===== config.mk =====
export PLATFORM = sky130hd
export DESIGN_NAME = halfdec_counter
export DESIGN_NICKNAME = d
export VERILOG_FILES = /design/src/rtl/hdc_pkg.sv /design/src/rtl/hdc_control.sv /design/src/rtl/hdc_datapath.sv /design/src/rtl/halfdec_counter.sv
export SDC_FILE = /design/constraint.sdc
export NUM_CORES = 1
export LEC_CHECK = 0
export CAP_MARGIN = 20
export CORE_MARGIN = 2
export CORE_UTILIZATION = 44
export DETAILED_ROUTE_END_ITERATION = 16
export GPL_TIMING_DRIVEN = 0
export MAX_ROUTING_LAYER = met4
export PLACE_DENSITY_LB_ADDON = 0.12
export SYNTH_ARGS = -nofsm -noshare
export SYNTH_HDL_FRONTEND = slang
export SYNTH_SLANG_ARGS = --single-unit

===== constraint.sdc =====
create_clock -name clk -period 1.7 [get_ports clk]
set_input_delay 0.255 -clock clk [delete_from_list [all_inputs] [get_ports clk]]
set_output_delay 0.255 -clock clk [all_outputs]
set_load 0.005 [all_outputs]

===== src/rtl/hdc_pkg.sv =====
package hdc_pkg;
  localparam int DIGIT_W   = 4;
  localparam int DIGIT_MAX = 9;

  typedef struct packed {
    logic advance;
    logic clear;
  } hdc_strobes_t;
endpackage


===== src/rtl/hdc_control.sv =====
module hdc_control
  import hdc_pkg::*;
(
  input  logic         clk,
  input  logic         rstN,
  input  logic         countIn,
  input  logic         countInhibitN,
  input  logic         clearN,
  output hdc_strobes_t strb
);
  logic prevCount;
  logic fallSeen;

  always_ff @(posedge clk or negedge rstN) begin
    if (!rstN) prevCount <= 1'b0;
    else       prevCount <= countIn;
  end

  assign fallSeen = prevCount & ~countIn;

  always_comb begin
    strb.clear   = ~clearN;
    strb.advance = fallSeen & countInhibitN & clearN;
  end

  AST_ONE_ADVANCE: assert property (@(posedge clk) disable iff (!rstN)
    strb.advance |=> !strb.advance);
endmodule


===== src/rtl/hdc_datapath.sv =====
module hdc_datapath
  import hdc_pkg::*;
#(
  parameter int NUM_DECADES = 4
) (
  input  logic                                 clk,
  input  logic                                 rstN,
  input  hdc_strobes_t                         strb,
  output logic [NUM_DECADES-1:0][DIGIT_W-1:0]  digits,
  output logic                                 halfFlag,
  output logic                                 carryOut
);
  localparam logic [DIGIT_W-1:0] TOP_VAL = DIGIT_W'(DIGIT_MAX);

  logic [NUM_DECADES:0] allNine;
  assign allNine[0] = 1'b1;

  for (genvar g = 0; g < NUM_DECADES; g++) begin : g_decade
    logic [DIGIT_W-1:0] decQ;

    always_ff @(posedge clk or negedge rstN) begin
      if (!rstN)                             decQ <= '0;
      else if (strb.clear)                   decQ <= '0;
      else if (strb.advance && allNine[g])   decQ <= (decQ == TOP_VAL) ? '0 : decQ + 1'b1;
    end

    assign digits[g]    = decQ;
    assign allNine[g+1] = allNine[g] & (decQ == TOP_VAL);

    AST_BCD_LIMIT: assert property (@(posedge clk) disable iff (!rstN)
      decQ <= TOP_VAL);
  end

  always_ff @(posedge clk or negedge rstN) begin
    if (!rstN)                                       halfFlag <= 1'b0;
    else if (strb.clear)                             halfFlag <= 1'b0;
    else if (strb.advance && allNine[NUM_DECADES])   halfFlag <= 1'b1;
  end

  assign carryOut = digits[NUM_DECADES-1][DIGIT_W-1];

  AST_CLEAR_ZEROES: assert property (@(posedge clk) disable iff (!rstN)
    strb.clear |=> (digits == '0) && !halfFlag);
  AST_HALF_STICKY: assert property (@(posedge clk) disable iff (!rstN)
    halfFlag && !strb.clear |=> halfFlag);
  AST_HOLD_IDLE: assert property (@(posedge clk) disable iff (!rstN)
    !strb.advance && !strb.clear |=> $stable(digits) && $stable(halfFlag));
  AST_CARRY_FALL: assert property (@(posedge clk) disable iff (!rstN)
    $fell(carryOut) && !$past(strb.clear) |-> halfFlag && (digits == '0));
endmodule


===== src/rtl/halfdec_counter.sv =====
module halfdec_counter
  import hdc_pkg::*;
(
  input  logic       clk,
  input  logic       rstN,
  input  logic       countIn,
  input  logic       countInhibitN,
  input  logic       clearN,
  output logic [3:0] digit0,
  output logic [3:0] digit1,
  output logic [3:0] digit2,
  output logic [3:0] digit3,
  output logic       halfDigit,
  output logic       carryOut
);
  localparam int NUM_DECADES = 4;

  hdc_strobes_t                        strb;
  logic [NUM_DECADES-1:0][DIGIT_W-1:0] digits;

  hdc_control u_control (
    .clk           (clk),
    .rstN          (rstN),
    .countIn       (countIn),
    .countInhibitN (countInhibitN),
    .clearN        (clearN),
    .strb          (strb)
  );

  hdc_datapath #(.NUM_DECADES(NUM_DECADES)) u_datapath (
    .clk      (clk),
    .rstN     (rstN),
    .strb     (strb),
    .digits   (digits),
    .halfFlag (halfDigit),
    .carryOut (carryOut)
  );

  assign digit0 = digits[0];
  assign digit1 = digits[1];
  assign digit2 = digits[2];
  assign digit3 = digits[3];
endmodule


==> flow_summary_export.csv <==
group,metric,value,unit
run_status,run_status,"complete, no violations",
synth,synth-adder-area-share,9.63,%
drt,met2_wirelength,1.07,mm
synth,synthesis.yosys.warnings,0,
global_route,antenna_found_initial,0,
finish,drive_above_1_share,16.3,%
floorplanning,die_span_y,52.6,um
floorplanning,die_area,2770,um2
worst_setup_path,timing.critical_path.cells,"inv_1 > ha_1 > and3b_2 > nand4_4 > or4_1 > a21boi_1",
finish,most-common-layout-cells,"sky130_fd_sc_hd__clkdlybuf4s50_1 (21), sky130_fd_sc_hd__nand2_1 (18), sky130_fd_sc_hd__dfrtp_1 (17), sky130_fd_sc_hd__buf_4 (11), sky130_fd_sc_hd__ha_1 (8)",
cts,cts_buffers,3,
worst_setup_path,worst-endpoint-arrival,1.91,ns
worst_setup_path,path_delay_family,"simple AND/OR/NAND/NOR gates",
synth,netlist_area_pre_place,1040,um2
pwr,cellPowerDensity,504,nW/um2
synth,synth_seq_area_share,43.3,%
floorplanning,die-width,52.6,um
cts,h-tree-depth,1,
cts,cts.sink_count,18,
cts,max-clock-path-buffers,2,
global_route,pin_count_of_the_biggest_net_entering_global_routing,19,
placement,pre_cts_slack,-0.239,ns
synth,yosys_register_bits,18,
synth,area_leader_netlist,"sky130_fd_sc_hd__dfrtp_1",
min_path,min_delay_path_depth,3,
worst_setup_path,rrSetupSlack,0.02,ns
finish,multi_input_comb_area,548,um2
floorplanning,core,2230,um2
run,max_cap_violations,0,
timing,ratio_of_final_minimum_period_to_clock_period,98.8,%
worst_setup_path,worstSetupStartpointType,"flop",
placement,finalWeightedCongestion,0.774,
synth,yosysUniqueCellTypes,33,
timing,report.final.hold_viol_count,0,
placement,placed_cells_incl_taps,158,
finish,diode_insertion_count_for_antenna_repair,0,
cts,clock_insertion_delay_at_the_later_pin_of_the_skew_report,0.29,ns
global_route,first_global_vias,833,
timing,timing.final.max_slew_violations,0,
drt,dr_total_vias,936,
synth,syn_avg_cell_area,9.54,um2
floorplanning,num_ports,23,
min_path,hold_path_class,"input port to flop",
placement,portBuffers,21,
worst_setup_path,setup.worst_path.class,"flop to flop",
synth,post_synthesis_compound_gate_area_fraction,14.3,%
synth,yosys.area_share.simple,26.4,%
worst_setup_path,critPathMaxFanout,7,
drt,initialDrtViolationCount,15,
finish,syn2layout_area_growth,32.5,%
timing,timing.final.crit_period,1.68,ns
synth,dominantRegCellSynth,"sky130_fd_sc_hd__dfrtp_1",
synth,xor_and_xnor_area_share_after_synthesis,0,%
timing,slew_headroom,46.2,%
worst_setup_path,timing.critical_path.slowest_cell_delay,0.49,ns
placement,dp_hpwl,1.51,mm
synth,synth_top_cell_area_share,43.3,%
worst_setup_path,slowest_stage,"sky130_fd_sc_hd__or4_1",
drt,met1Wirelength,1.01,mm
drt,drc,0,
worst_setup_path,endpoint_kind,"flop",
synth,netlist_top_cells_area,"sky130_fd_sc_hd__dfrtp_1 (43%), sky130_fd_sc_hd__ha_1 (9.6%), sky130_fd_sc_hd__nand2_1 (6.5%)",
timing,rsz0062_at_grt,"true",
timing,final.setup.worst_slack,0.0208,ns
timing,finClkSkew,0.00397,ns
timing,fmaxAchievable,596,MHz
worst_setup_path,reg2reg_depth,6,
global_route,groute.usage.overall,17.7,%
synth,syn_nets,122,
synth,dominant_combinational_cell_family_by_area_after_synthesis,"simple AND/OR/NAND/NOR gates",
global_route,grt_pass1_wl,3.54,mm
finish,layout.cells.non_filler,169,
drt,highest_layer,"met4",
finish,filler_cell_count,196,
timing,finalSetupViolations,0,
floorplanning,num_rows,17,
floorplanning,initial_core_utilization,46.6,%
finish,finalNetCount,156,
worst_setup_path,worst-path-buf-inv,1,
cts,cts_root_buffer,"sky130_fd_sc_hd__clkbuf_4",
finish,register_area,452,um2
pwr,leakagePower,0.617,nW
drt,firstDrtPassIters,4,
drt,wl_per_cell,13.0,um
pwr,design_power_total,0.000695,W
drt,avgViaCountPerCell,5.54,
synth,synthMuxAreaShare,1.93,%
pwr,peakVddDrop,0.000458,V
finish,mostFrequentLayoutCell,"sky130_fd_sc_hd__clkdlybuf4s50_1",
synth,synthesis.instances,109,
global_route,gr-total-overflow,0,
worst_setup_path,critical_path_depth,6,
cts,cts_tree,"yes",
drt,total_length_of_routed_met3_wires,107,um
drt,wl,2.19,mm
cts,clk_transition_reported_paths,0.10,ns
drt,ant_nets,0,
worst_setup_path,critPathRequiredTime,1.93,ns
synth,asyncSetResetFlopFracSynth,100,%
timing,measured_slew_at_the_worst_slew_check_pin,0.805,ns
synth,synth_enable_flop_cells,0,
[per-layer routing]
layer  track usage [%]  up-vias
met2              30.0       28
met5                 -        -
li1                  -      458
met1              21.0      448
met3              6.00        2
met4              2.56        0
[logic make-up (layout without fill, tap and decap cells)]
kind of cell / count (synthesis) / after routing
flip-flops: 18 / 18
multiplexers: 2 / 2
AND/OR/NAND/NOR: 48 / 48
buffers and inverters: 10 / 42
AO/OA/AOI/OAI: 23 / 23
adder cells (fa/ha/maj): 8 / 8
[cell type report]
class,count,share of cell area [%]
timing repair buffer,30,20.2
tap,28,2.54
inverter,6,1.63
clock buffer,3,1.63
sequential,18,32.8
buffer,3,1.45
multi-input combinational,81,39.8
[cells in the mapped netlist, types with 2 or more instances]
cell type and n:
sky130_fd_sc_hd__mux2i_1 2, sky130_fd_sc_hd__or3_1 3, sky130_fd_sc_hd__a21oi_1 3, sky130_fd_sc_hd__nor2_1 6, sky130_fd_sc_hd__a21boi_0 3, sky130_fd_sc_hd__o22ai_1 2, sky130_fd_sc_hd__o21ai_0 7, sky130_fd_sc_hd__nand3b_1 4
sky130_fd_sc_hd__nand2_1 18, sky130_fd_sc_hd__ha_1 8, sky130_fd_sc_hd__and3b_1 4, sky130_fd_sc_hd__buf_4 2, sky130_fd_sc_hd__inv_1 6, sky130_fd_sc_hd__dfrtp_1 18, sky130_fd_sc_hd__nand3_1 5
[through the flow]
step	hold slack, ns	setup TNS, ns	util, %	instance area (um2)
after floorplan	-0.0406	0	-	1040
after global placement	0.474	-0.980	57.5	1280
after detailed placement	0.491	-1.31	57.5	1280
after CTS	0.283	0	61.1	1370
after global routing	0.282	-0.0763	61.7	1380
final	0.281	0	61.7	1380
[tightest hold or removal path: cells and delay by family]
family | cells | cell delay (ns)
AOI/OAI and AO/OA | 1 | 0.07
and+or+nand+nor | 1 | 0.06
buffers and inverters | 1 | 0.15
[flip-flops by register name (all words and copies together), names as in the netlist]
| signal | cells |
|---|---|
| u_datapath.halfFlag | 1 |
| u_datapath.g_decade.decQ | 16 |
| u_control.prevCount | 1 |
[report_power, final]
part | total, W | leakage [nW] | internal (W) | switching, W
Clock | 0.000217 | 0.0138 | 0.0000825 | 0.000134
Sequential | 0.000433 | 0.247 | 0.000431 | 0.00000189
Combinational | 0.0000452 | 0.356 | 0.0000197 | 0.0000254
[final timing paths]
| kind | from | end |
|---|---|---|
| min in group asynchronous | rstN | u_datapath.g_decade[3].decQ[2] |
| hold reg to reg | u_datapath.halfFlag | u_datapath.halfFlag |
| max in group asynchronous | rstN | u_datapath.g_decade[2].decQ[0] |
| hold / removal | clearN | u_datapath.g_decade[1].decQ[1] |
| setup reg to reg | u_datapath.g_decade[2].decQ[1] | u_datapath.g_decade[3].decQ[2] |
| setup / recovery | u_datapath.g_decade[2].decQ[1] | u_datapath.g_decade[3].decQ[2] |
[timing repair]
action / in CTS / in global routing
endpoints found under the setup margin: 8 / 7
gates resized for setup: 4 / 2
cloned: 0 / 0
hold buffers: 0 / 0
pin swaps: 1 / 1
buffers inserted: 7 / 2
No activity file was read; power rests on OpenSTA's default activity.
